`src/rtl/csb_pkg.sv`:
```
package csb_pkg;
  localparam int unsigned FIELD_W = 16;
  localparam int unsigned WORD_W  = 2 * FIELD_W;

  typedef logic [FIELD_W-1:0] unit_t;

  typedef struct packed {
    unit_t first_u;
    unit_t last_u;
  } bounds_t;
endpackage

```
`src/rtl/csb_bounds_regs.sv`:
```
module csb_bounds_regs
  import csb_pkg::*;
#(
  parameter int unsigned NUM_CS = 4,
  localparam int unsigned IDX_W = (NUM_CS > 1) ? $clog2(NUM_CS) : 1
) (
  input  logic                  clk,
  input  logic                  rst_n,
  input  logic                  wr_en,
  input  logic [IDX_W-1:0]      wr_sel,
  input  logic [WORD_W-1:0]     wr_data,
  output bounds_t [NUM_CS-1:0]  bounds
);
  bounds_t [NUM_CS-1:0] bounds_q;
  bounds_t              bounds_d;
  logic    [NUM_CS-1:0] load_en;

  always_comb begin
    bounds_d = bounds_t'(wr_data);
  end

  for (genvar g = 0; g < NUM_CS; g++) begin : g_entry
    assign load_en[g] = wr_en && (wr_sel == IDX_W'(g));

    always_ff @(posedge clk or negedge rst_n) begin
      if (!rst_n) begin
        bounds_q[g] <= '0;
      end else if (load_en[g]) begin
        bounds_q[g] <= bounds_d;
      end
    end
  end

  assign bounds = bounds_q;

  AST_ONE_LOAD: assert property (@(posedge clk) disable iff (!rst_n)
    $onehot0(load_en)) else $error("AST_ONE_LOAD");
endmodule

```
`src/rtl/csb_range_cmp.sv`:
```
module csb_range_cmp
  import csb_pkg::*;
(
  input  unit_t   unit,
  input  bounds_t bnd,
  output logic    hit
);
  logic populated;
  logic above_first;
  logic below_last;

  always_comb begin
    populated   = (bnd.first_u != bnd.last_u);
    above_first = (unit >= bnd.first_u);
    below_last  = (unit <= bnd.last_u);
    hit         = populated && above_first && below_last;
  end
endmodule

```
`src/rtl/csb_prio_enc.sv`:
```
module csb_prio_enc #(
  parameter int unsigned N = 4,
  localparam int unsigned IDX_W = (N > 1) ? $clog2(N) : 1
) (
  input  logic [N-1:0]     req,
  output logic [N-1:0]     grant,
  output logic [IDX_W-1:0] idx,
  output logic             any
);
  always_comb begin
    grant = '0;
    idx   = '0;
    any   = 1'b0;
    for (int i = N - 1; i >= 0; i--) begin
      if (req[i]) begin
        grant    = '0;
        grant[i] = 1'b1;
        idx      = IDX_W'(i);
        any      = 1'b1;
      end
    end
  end

  always_comb begin
    AST_GRANT_ONE: assert (!any || $countones(grant) == 1) else $error("AST_GRANT_ONE");
  end
endmodule

```
`src/rtl/csb_decoder.sv`:
```
module csb_decoder
  import csb_pkg::*;
#(
  parameter int unsigned NUM_CS = 4,
  parameter int unsigned ADDR_W = 40,
  localparam int unsigned IDX_W   = (NUM_CS > 1) ? $clog2(NUM_CS) : 1,
  localparam int unsigned UNIT_LSB = ADDR_W - FIELD_W
) (
  input  logic              clk,
  input  logic              rst_n,
  input  logic              wr_en,
  input  logic [IDX_W-1:0]  wr_sel,
  input  logic [WORD_W-1:0] wr_data,
  input  logic              addr_vld,
  input  logic [ADDR_W-1:0] addr,
  output logic              res_vld,
  output logic [NUM_CS-1:0] cs_hot,
  output logic [IDX_W-1:0]  cs_idx,
  output logic              miss
);
  logic [1:0] rst_sync_q;
  logic       rst_n_int;

  always_ff @(posedge clk or negedge rst_n) begin
    if (!rst_n) begin
      rst_sync_q <= '0;
    end else begin
      rst_sync_q <= {rst_sync_q[0], 1'b1};
    end
  end
  assign rst_n_int = rst_sync_q[1];

  bounds_t [NUM_CS-1:0] bounds;
  logic    [NUM_CS-1:0] hit_vec;
  logic    [NUM_CS-1:0] grant;
  logic    [IDX_W-1:0]  grant_idx;
  logic                 grant_any;
  unit_t                addr_unit;

  assign addr_unit = addr[ADDR_W-1:UNIT_LSB];

  csb_bounds_regs #(.NUM_CS(NUM_CS)) u_regs (
    .clk     (clk),
    .rst_n   (rst_n_int),
    .wr_en   (wr_en),
    .wr_sel  (wr_sel),
    .wr_data (wr_data),
    .bounds  (bounds)
  );

  for (genvar g = 0; g < NUM_CS; g++) begin : g_cmp
    csb_range_cmp u_cmp (
      .unit (addr_unit),
      .bnd  (bounds[g]),
      .hit  (hit_vec[g])
    );
  end

  csb_prio_enc #(.N(NUM_CS)) u_prio (
    .req   (hit_vec),
    .grant (grant),
    .idx   (grant_idx),
    .any   (grant_any)
  );

  logic              vld_q,  vld_d;
  logic [NUM_CS-1:0] hot_q,  hot_d;
  logic [IDX_W-1:0]  idx_q,  idx_d;
  logic              miss_q, miss_d;

  always_comb begin
    vld_d  = addr_vld;
    hot_d  = hot_q;
    idx_d  = idx_q;
    miss_d = miss_q;
    if (addr_vld) begin
      hot_d  = grant;
      idx_d  = grant_idx;
      miss_d = !grant_any;
    end
  end

  always_ff @(posedge clk or negedge rst_n_int) begin
    if (!rst_n_int) begin
      vld_q  <= 1'b0;
      hot_q  <= '0;
      idx_q  <= '0;
      miss_q <= 1'b0;
    end else begin
      vld_q  <= vld_d;
      hot_q  <= hot_d;
      idx_q  <= idx_d;
      miss_q <= miss_d;
    end
  end

  assign res_vld = vld_q;
  assign cs_hot  = hot_q;
  assign cs_idx  = idx_q;
  assign miss    = miss_q;

  AST_HOT_SINGLE: assert property (@(posedge clk) disable iff (!rst_n_int)
    $onehot0(hot_q)) else $error("AST_HOT_SINGLE");
  AST_IDX_MATCH: assert property (@(posedge clk) disable iff (!rst_n_int)
    (vld_q && !miss_q) |-> hot_q[idx_q]) else $error("AST_IDX_MATCH");
  AST_MISS_EMPTY: assert property (@(posedge clk) disable iff (!rst_n_int)
    miss_q |-> (hot_q == '0 && idx_q == '0)) else $error("AST_MISS_EMPTY");
  AST_ONE_CYCLE: assert property (@(posedge clk) disable iff (!rst_n_int)
    addr_vld |=> res_vld) else $error("AST_ONE_CYCLE");
  AST_HOLD_IDLE: assert property (@(posedge clk) disable iff (!rst_n_int)
    !addr_vld |=> (!res_vld && $stable(cs_hot) && $stable(cs_idx) && $stable(miss)))
    else $error("AST_HOLD_IDLE");
endmodule

```
`config.mk`:
```
export PLATFORM = sky130hd
export DESIGN_NAME = csb_decoder
export DESIGN_NICKNAME = d
export VERILOG_FILES = /design/src/rtl/csb_pkg.sv /design/src/rtl/csb_bounds_regs.sv /design/src/rtl/csb_range_cmp.sv /design/src/rtl/csb_prio_enc.sv /design/src/rtl/csb_decoder.sv
export SDC_FILE = /design/constraint.sdc
export NUM_CORES = 1
export LEC_CHECK = 0
export ABC_CLOCK_PERIOD_IN_PS = 5500
export CAP_MARGIN = 40
export CORE_UTILIZATION = 60
export CTS_BUF_LIST = sky130_fd_sc_hd__clkbuf_2 sky130_fd_sc_hd__clkbuf_4 sky130_fd_sc_hd__clkbuf_8
export CTS_CLUSTER_SIZE = 10
export DETAILED_ROUTE_END_ITERATION = 10
export DONT_BUFFER_PORTS = 1
export GPL_TIMING_DRIVEN = 0
export PLACE_DENSITY = 0.81
export SYNTH_ARGS = -nofsm -noshare
export SYNTH_HDL_FRONTEND = slang
export SYNTH_HIERARCHICAL = 1
export SYNTH_SLANG_ARGS = --single-unit
```
`constraint.sdc`:
```
create_clock -name clk -period 5.5 [get_ports clk]
set_input_delay 0.275 -clock clk [delete_from_list [all_inputs] [get_ports clk]]
set_output_delay 0.275 -clock clk [all_outputs]
set_load 0.05 [all_outputs]
```
**After elaboration in Yosys (flattened, before gate mapping)**

Index checks and enable logic that the tools add are counted.

- Output and inout bits: 8
- Input port bits: 78
- Register bits: 138

- Magnitude comparators: 8
- Reduce and logical (&&, ||, !) cells: 14
- Eq/ne operators: 7
- Multiplexer cells: 12

Operators with widths:

| operator | number |
|---|---|
| 16-bit greater-or-equal comparator | 4 |
| 16-bit <= comparator | 4 |
| 16-bit != test | 4 |
| 4-bit two-way mux | 4 |
| 1-bit logical AND | 12 |
| 2-bit two-way mux | 4 |
| 2-bit equality test (second input constant) | 2 |
| 1-bit two-way mux | 4 |
| 2-bit by 1-bit equality test with 1-bit output (second input constant) | 1 |
| 2-bit logical NOT | 1 |
| 1-bit logical NOT | 1 |

**Logic depth before layout (Yosys ltp)**

Gate-level depths: netlist of run 1.

- Depth after elaboration: 8
- Mapped depth: 10
- Depth with buffers taken out: 10

**Modules after synthesis**

Netlist of run 1, hierarchy kept.

By module, submodules not included:

| module | times used | sequential area each (um^2) | area each (um^2) | cells each |
|---|---|---|---|---|
| csb_bounds_regs | 1 | 3203.1 | 4744.6 | 272 |
| csb_range_cmp (g_cmp[0].u_cmp ...) | 3 | 0.0 | 967.2 | 132 |
| csb_range_cmp (g_cmp[1].u_cmp) | 1 | 0.0 | 965.9 | 131 |
| csb_decoder | 1 | 250.2 | 369.1 | 20 |
| csb_prio_enc | 1 | 0.0 | 61.3 | 11 |

**Worst setup path after synthesis of run 1**

No wires, ideal clock.

- Kind: register to register
- Start: reg u_regs.bounds_q (netlist bit u_regs/bounds[11])
- End: reg hot_q[2] (netlist: cs_hot[2])
- Arrival: 2.144 ns
- Data required time: 5.375 ns
- Stages on the path, launching flop included: 11
- Path buffers: 0
- Slack: 3.231 ns
- Clock period less this slack: 2.269 ns
- Library setup time: 0.125 ns
- Cells stage by stage: dfrtp_1 -> inv_1 -> ha_1 -> a21oi_1 -> o21ai_0 -> a221oi_1 -> nor2_1 -> nor4_2 -> nor2_1 -> and2_1 -> mux2_4

- Cells in the longest elaborated chain, start to end: 4
- Elaborated cells between the ends (all ways): 5
- Those cells by class: 1 x order compare; 1 x eq/ne; 1 x mux; 2 x reduce/logical

RTL lines:

| element | line | text |
|---|---|---|
| start: declaration | csb_bounds_regs.sv:14 | `bounds_t [NUM_CS-1:0] bounds_q;` |
| start signal: indexed assignment | csb_bounds_regs.sv:29 | `bounds_q[g] <= bounds_d;` |
| branches (longest 2 deep; another with 16-bit <= comparator) | n/a |  |
| 1-bit logical AND (*) | csb_range_cmp.sv:16 | `hit = populated && above_first && below_last;` |
| net hit_vec[0] | csb_decoder.sv:34 | `logic [NUM_CS-1:0] hit_vec;` |
| 4-bit two-way mux (*) | csb_prio_enc.sv:15 | `if (req[i]) begin` |
| net grant[2] | csb_decoder.sv:35 | `logic [NUM_CS-1:0] grant;` |
| end signal: assignment | csb_decoder.sv:91 | `hot_q <= hot_d;` |
| end: declaration | csb_decoder.sv:67 | `logic [NUM_CS-1:0] hot_q, hot_d;` |

Mark *: on every way through the listed nets, which the timed path passes.
A chain may end at the register's enable or synchronous reset.

**Worst setup path in the final report of run 1**

- Start: reg u_regs.bounds_q (netlist bit u_regs/bounds[23])
- End: reg hot_q[2] (netlist: cs_hot[2])

- Cells in the longest elaborated chain, start to end: 4
- Elaborated cells between the ends (all ways): 5
- Those cells by class: 1 x order compare; 1 x eq/ne; 1 x mux; 2 x reduce/logical

RTL lines:

| element | line |
|---|---|
| 16-bit greater-or-equal comparator or 16-bit != test (tied branches) | csb_range_cmp.sv:14, csb_range_cmp.sv:13 |
| 1-bit logical AND (*) (2 in a row) | csb_range_cmp.sv:16 |
| net hit_vec[0] | csb_decoder.sv:34 |
| 4-bit two-way mux (*) | csb_prio_enc.sv:15 |
| net grant[2] | csb_decoder.sv:35 |

The timed path passes the listed nets; every way through them passes the cells marked *.

==> metrics.yaml, run 1 <==
grt:
  grt_pass1_vias: 6464
  grt_max_degree: 53
  overflow: 0
  track_usage_pct: 31.8
  grt_pass1_wl_microns: 36300
  grt_antenna_before_repair: 0
critical_path:
  worstPathRequired_ns: 5.84
  end_kind: "register"
  rr_worst_depth: 9
  r2r_slack_ns: 2.60
  cp.arrival_ns: 3.25
  crit_start: "u_regs/bounds[23]$_DFFE_PN0P_"
  worst-path-max-fanout: 6
  crit_type: "register to register"
  start_kind: "register"
  r2r_start: "u_regs/bounds[23]$_DFFE_PN0P_"
  timing.rr.end: "cs_hot[2]$_DFFE_PN0P_"
sta:
  max_clock_freq_ghz: 0.345
  min_period_over_period_pct: 52.8
  min_period_ns: 2.90
  hold_viol_final: 0
  holdWs_ns: 0.0421
  maxSlewViolCount: 0
  finClkSkew_ns: 0.0117
  worst_pin_slew_ns: 0.818
  slew_headroom_pct: 44.9
  setup_viol: 0
  grt_setup_unrepaired: "no"
  fin_tns_setup_ns: 0
floorplan:
  die_w_microns: 125
  row_count: 44
  die_h_microns: 125
  die_area_sq_um: 15600
  initial_core_util_pct: 61.7
  io_pins: 86
  core_sq_um: 14600
layout:
  nets: 1091
  multi_input_area_sq_um: 5010
  antenna_cells: 0
  regArea_sq_um: 3460
  drive_above_1_share_pct: 21.3
  nFillCells: 1072
  fin_cells: 1082
  final_area_sq_um: 10100
  area_delta_synth_final_pct: 11.8
clock_network:
  clockBufferDepth: 2
  cts.sinks: 138
  htree_levels: 4
  clock_latency_ns: 0.46
  cts.clk_slew.worst_paths_ns: 0.08
  cts_tree: "yes"
  cts_buffers: 17
  clock-root-buffer: "clkbuf_8"
detailed_routing:
  wl_microns: 23800
  drt-initial-drc-count: 499
  num_vias: 6491
  via_per_inst: 6.00
  drtPass1Iterations: 8
  wl_per_cell_microns: 22.0
  drc_errors: 6
  ant_nets: 0
power_and_ir_drop:
  power_density_nw_per_um2: 350
  irDropWorstVdd_uv: 237
  finalPower_mw: 3.54
  p_leak_nw: 4.80
placed_design:
  portBuffers: 0
  place_hpwl_microns: 17800
  dpl_cell_area_sq_um: 9330
  place_inst: 1016
  gp_congestion: 0.960
yosys:
  ys.flop_type: "dfrtp_1"
  ys_top_cells_by_area: "dfrtp_1 38%, ha_1 18%, mux2_2 16%"
  syn_area_per_cell_sq_um: 10.9
  synth_top_cell_by_area: "dfrtp_1"
  synth.distinct_cells: 40
  async_reset_ff_share_pct: 100
  synth_top_area_share_pct: 38.2
  synthCells: 830
  yosysWarnings: 6
  syn_area_sq_um: 9040
  yosysSeqAreaShare_pct: 38.2
  synth_edf_count: 0
  ys_seq_elements: 138
  syn_nets: 1036
run:
  drv_cap: 0
hold_path:
  hold_path_class: "input pin to asynchronous set/reset pin"
status:
  violations: "DRC"
  outcome: "finished, violations left"
layer usage:
metal	wire length (microns)	GRT usage [%]	part of all wire, %
met5	0	0	0
met4	887	14.5	3.7
met3	1600	6.19	6.7
met2	11000	50.0	46
met1	10400	42.5	43
cell families (layout without fill, tap and decap cells):
kind of cell,after synthesis,in the layout,synth area share [%]
AND/OR/NAND/NOR,123,123,7.83
adder cells (fa/ha/maj),128,128,17.7
other,1,1,0.0415
XOR/XNOR,64,64,6.20
AO/OA/AOI/OAI,97,97,6.63
multiplexers,135,135,17.0
buffers and inverters,144,212,6.35
flip-flops,138,138,38.2
flip-flops by register name, indices dropped and copies added, names as in the netlist:
name and flops:
res_vld 1, u_regs/bounds 128, cs_hot 4, miss 1, rst_sync_q 2, cs_idx 2
synth_stat cells (2+ instances only):
cell type / number
xnor2_1: 64
nand4_1: 43
buf_4: 4
nor2b_1: 4
a211o_1: 4
mux2_2: 126
or3_1: 3
dfrtp_1: 138
nand3b_1: 2
a21oi_1: 52
o21ai_0: 7
a21o_1: 8
nand2b_1: 4
nor2_1: 15
nor3_1: 2
nor4_2: 4
mux2_1: 2
a211oi_2: 3
nand3_1: 13
a31oi_1: 4
inv_1: 130
ha_1: 128
buf_2: 9
a221oi_1: 4
o31ai_1: 4
nand2_1: 21
nor4_1: 8
o211ai_1: 4
mux2_4: 6
o21a_1: 4
how the worst max path moves through the flow:
stage / slack [ns] / endpoint / cells past startpoint
floorplan: 1.37 / cs_hot[0]$_DFFE_PN0P_ / 0
global placement: -0.16 / cs_hot[0]$_DFFE_PN0P_ / 0
detailed placement: 2.68 / cs_hot[2]$_DFFE_PN0P_ / 9
CTS: 2.63 / cs_hot[2]$_DFFE_PN0P_ / 9
global route: 2.39 / cs_hot[2]$_DFFE_PN0P_ / 10
finish: 2.60 / cs_hot[2]$_DFFE_PN0P_ / 9
cell type report:
| class | count | area share, % |
|---|---|---|
| inverter | 130 | 4.83 |
| tap | 184 | 2.28 |
| multi-input combinational | 548 | 49.6 |
| clock inverter | 11 | 1.56 |
| buffer | 14 | 0.854 |
| sequential | 138 | 34.2 |
| timing repair buffer | 36 | 3.91 |
| clock buffer | 21 | 2.80 |
critical path, cell delays in order (launching register included):
cell and delay [ns]:
dfrtp_1 0.40, inv_1 0.07, ha_1 0.31, nand4_1 0.17
o31ai_1 0.46, a211oi_2 0.14, nor4_2 0.64, nor2_1 0.15
and2_1 0.20, mux2_4 0.25
cells in the final DEF, fill, tap and decap left out, types with 9 or more instances in the layout:
cell type / synthesis / final
dlygate4sd3_1: 0 / 34
nand3_1: 13 / 13
nand4_1: 43 / 43
inv_1: 130 / 130
nor2_1: 15 / 15
ha_1: 128 / 128
xnor2_1: 64 / 64
clkbuf_8: 0 / 20
a21oi_1: 52 / 52
buf_2: 9 / 9
nand2_1: 21 / 21
mux2_2: 126 / 126
dfrtp_1: 138 / 137
through the flow:
step / util [%] / setup slack (ns)
after floorplan: - / 1.37
after global placement: 63.3 / -0.161
after detailed placement: 63.7 / 2.68
after CTS: 69.1 / 2.63
after global routing: 69.1 / 2.39
final: 69.1 / 2.60
power by group:
part / internal [mW] / switching (mW)
Sequential: 1.21 / 0.283
Combinational: 0.550 / 0.572
Clock: 0.497 / 0.421
Total: 2.26 / 1.27
what timing repair did:
action,CTS,global route
resized for setup,0,0
hold buffers,34,0
setup buffers,0,0
endpoints found under the hold margin,131,0
Power figures use the tool's default switching activity.
==> run 2: changes to the inputs <==
- ABC_AREA: not set -> 1
- ABC_CLOCK_PERIOD_IN_PS: 5500 -> 2990
- clock period: 5.5 -> 2.99 ns (I/O delays scaled with it)
==> run 2 against run 1 <==
- register-to-register slack got worse by 1.8 ns
- cell area rose by 8.0%
- non-clock buffer count rose by 41
- global-route usage rose by 2.5 points
- setup slack got worse by 1.8 ns
- cell count rose by 46%
- via count rose by 39%
- synthesized cell count rose by 56%
- wire length rose by 14%
- the run now ends clean
==> metrics.yaml, run 2 <==
status:
  outcome: "finished clean"
sta:
  maxSlewViolCount: 0  # unchanged
  slew_headroom_pct: 66.3  # +21 points
  finClkSkew_ns: 0.0142  # +0.00246 ns
  setup_viol: 0  # unchanged
  worst_pin_slew_ns: 0.505  # -0.313 ns
  grt_setup_unrepaired: "no"
  hold_viol_final: 0  # unchanged
  min_period_ns: 2.21  # -0.688 ns
  fin_tns_setup_ns: 0  # unchanged
  max_clock_freq_ghz: 0.452  # +31%
  min_period_over_period_pct: 74.1  # +21 points
layout:
  area_delta_synth_final_pct: 12.0
  drive_above_1_share_pct: 5.73  # -16 points
  utilization_pct: 68.7  # -0.31 points
  nFillCells: 1276  # +19%
  nets: 1555  # +43%
  mostFrequentLayoutCells: "425 x nand2_1, 164 x inv_1, 137 x dfrtp_1"
  largest_reg_flops: 128  # unchanged
  layout_commonest_cell: "nand2_1"
power_and_ir_drop:
  switchingPower_mw: 2.21  # +73%
  p_clk_share_pct: 29.1  # +3.1 points
  swShare_pct: 35.6  # -0.47 points
  power_density_nw_per_um2: 567  # +62%
  irDropWorstVdd_uv: 403  # +70%
  finalPower_mw: 6.20  # +75%
  power_frac_comb_pct: 29.0  # -2.7 points
  p_leak_nw: 5.96  # +24%
  power.internal_mw: 3.99  # +77%
  pwr-share-seq_pct: 42.0  # -0.3 points
critical_path:
  worstPathRequired_ns: 3.35  # -2.49 ns
  critPathMaxStageDelay_ns: 0.40  # -0.24 ns
  cp.arrival_ns: 2.57  # -0.68 ns
  rr_worst_depth: 13  # +4
  start_kind: "register"
  end_kind: "register"
  timing.rr.end: "miss$_DFFE_PN0P_"
  r2r_start: "u_regs/bounds[103]$_DFFE_PN0P_"
  critPathTopFamily: "simple AND/OR/NAND/NOR gates"
  path_cells: "inv_1, ha_1, nand2_1, nor2_1, nand4_1, nor3_1, a21oi_1, nor2_1, nor2_1, nand3_1, inv_1, nand2_1, nand2_1"
  crit_slowest_cell: "dfrtp_1"
  crit_type: "register to register"
  crit_buf_inv: 2  # +1
  r2r_slack_ns: 0.78  # -1.82 ns
  worst-path-max-fanout: 3  # -3
grt:
  track_usage_pct: 34.3  # +2.5 points
  grt_antenna_before_repair: 4  # +4
  grt_pass1_wl_microns: 42900  # +18%
  grt_max_degree: 65  # +23%
  overflow: 0  # unchanged
  grt_pass1_vias: 8632  # +34%
clock_network:
  cts-resized-gates: 0  # unchanged
  post_cts_buffers: 0  # unchanged
  hold_buffers: 37  # +8.8%
  cts.sinks: 138  # unchanged
  clock_latency_ns: 0.46  # about the same
  htree_levels: 4  # unchanged
  cts.clk_slew.worst_paths_ns: 0.08  # about the same
  clock-root-buffer: "clkbuf_8"
  clockBufferDepth: 2  # unchanged
  cts_tree: "yes"
  cts_buffers: 17  # unchanged
floorplan:
  row_count: 46  # +4.5%
  initial_core_util_pct: 61.4  # -0.37 points
  die_area_sq_um: 16800  # +7.7%
  core_sq_um: 15900  # +8.5%
  die_w_microns: 129  # +3.8%
  io_pins: 86  # unchanged
  die_h_microns: 129  # +3.8%
detailed_routing:
  num_vias: 8997  # +39%
  wl_microns: 27200  # +14%
  wl_per_cell_microns: 17.2  # -22%
  drt-initial-drc-count: 785  # +57%
  drtPass1Iterations: 6  # -2
  via_per_inst: 5.69  # -5.1%
  ant_nets: 0  # unchanged
  drc_errors: 0  # -6
yosys:
  ys.flop_type: "dfrtp_1"
  syn_area_per_cell_sq_um: 7.55  # -31%
  async_reset_ff_share_pct: 100  # unchanged
  synth_edf_count: 0  # unchanged
  synthCells: 1291  # +56%
  ys_top_cells_by_area: "dfrtp_1 35%, ha_1 16%, nand2_1 16%"
  syn_nets: 1497  # +44%
  synth_top_area_share_pct: 35.4  # -2.8 points
  synth_most_common_cell: "nand2_1"
  yosysWarnings: 6  # unchanged
  ys_seq_elements: 138  # unchanged
  syn_area_sq_um: 9750  # +7.8%
  synth.distinct_cells: 24  # -40%
  synth_top_cell_by_area: "dfrtp_1"
  synth.top_cells.by_count: "425 x nand2_1, 164 x inv_1, 138 x dfrtp_1, 128 x ha_1, 116 x nand4_1"
  yosysSeqAreaShare_pct: 35.4  # -2.8 points
hold_path:
  min_path_cells: 3
  min_from: "wr_sel[0]"
  hold_path_class: "input pin to register"
  min_to: "u_regs/bounds[32]$_DFFE_PN0P_"
run:
  drv_cap: 0  # unchanged
placed_design:
  gp_congestion: 0.908  # -5.5%
  place_hpwl_microns: 20400  # +14%
  portBuffers: 0  # unchanged
## run 2: cell families after synthesis
group | Yosys count | share of synthesized area (%)
buffers and inverters | 220 | 9.03
xor gates and xnor gates | 64 | 5.75
adders and majority gates | 128 | 16.4
and+or+nand+nor | 664 | 29.2
other | 1 | 0.0385
DFF | 138 | 35.4
AOI/OAI and AO/OA | 76 | 4.11
## run 2: stage by stage
stage          cells  area [sq um]  hold WS, ns  worst slack (ns)
2_1_floorplan   1291          9750       -0.146             0.697
3_3_place_gp    1507         10000       -0.146            -0.158
3_5_place_dp    1509         10100       -0.146             0.868
4_1_cts         1578         10900       0.0328             0.815
5_1_grt         1578         10900       0.0485             0.526
6_report        1580         10900       0.0620             0.776
## run 2: worst max path at each step
stage | start | to | cells past startpoint
after detailed placement | u_regs/bounds[103]$_DFFE_PN0P_ | miss$_DFFE_PN0P_ | 13
after global routing | u_regs/bounds[103]$_DFFE_PN0P_ | miss$_DFFE_PN0P_ | 13
after floorplan | rst_sync_q[1]$_DFF_PN0_ | cs_hot[0]$_DFFE_PN0P_ | 0
final | u_regs/bounds[103]$_DFFE_PN0P_ | miss$_DFFE_PN0P_ | 13
after CTS | u_regs/bounds[103]$_DFFE_PN0P_ | miss$_DFFE_PN0P_ | 13
after global placement | rst_sync_q[1]$_DFF_PN0_ | u_regs/bounds[16]$_DFFE_PN0P_ | 0
## run 2: routing by layer
layer,vias to the layer above,wire length (microns),track usage [%]
li1,4308,-,-
met4,4,1180,17.7
met1,4172,10900,42.5
met2,410,12800,57.0
met3,103,2330,6.65
met5,-,22,0
## run 2: layout make-up
class                   count  area, sq um  area share (%)
clock buffers              21          283            2.59
multi-input cells         933         5420            49.6
flip-flops and latches    138         3460            31.7
repair buffers             39          418            3.83
well taps                 216          270            2.47
clock inverters            11          191            1.75
plain buffers              52          250            2.29
diodes                      2         5.00          0.0458
inverters                 168          631            5.77
## run 2: power by group through the flow
| stage | logic (mW) | clock network, mW | registers (mW) |
|---|---|---|---|
| after floorplan | 1.33 | 0 | 2.55 |
| after global placement | 1.54 | 0 | 2.65 |
| after detailed placement | 1.67 | 0 | 2.63 |
| after CTS | 1.77 | 1.81 | 2.60 |
| after global routing | 2.07 | 1.89 | 2.64 |
| final | 1.80 | 1.80 | 2.60 |
## run 2: worst register-to-register path, cell delays in order (launching register included)
cell and delay [ns]:
dfrtp_1 0.40, inv_1 0.09, ha_1 0.31, nand2_1 0.08, nor2_1 0.14, nand4_1 0.16, nor3_1 0.19, a21oi_1 0.07
nor2_1 0.34, nor2_1 0.12, nand3_1 0.09, inv_1 0.05, nand2_1 0.05, nand2_1 0.05
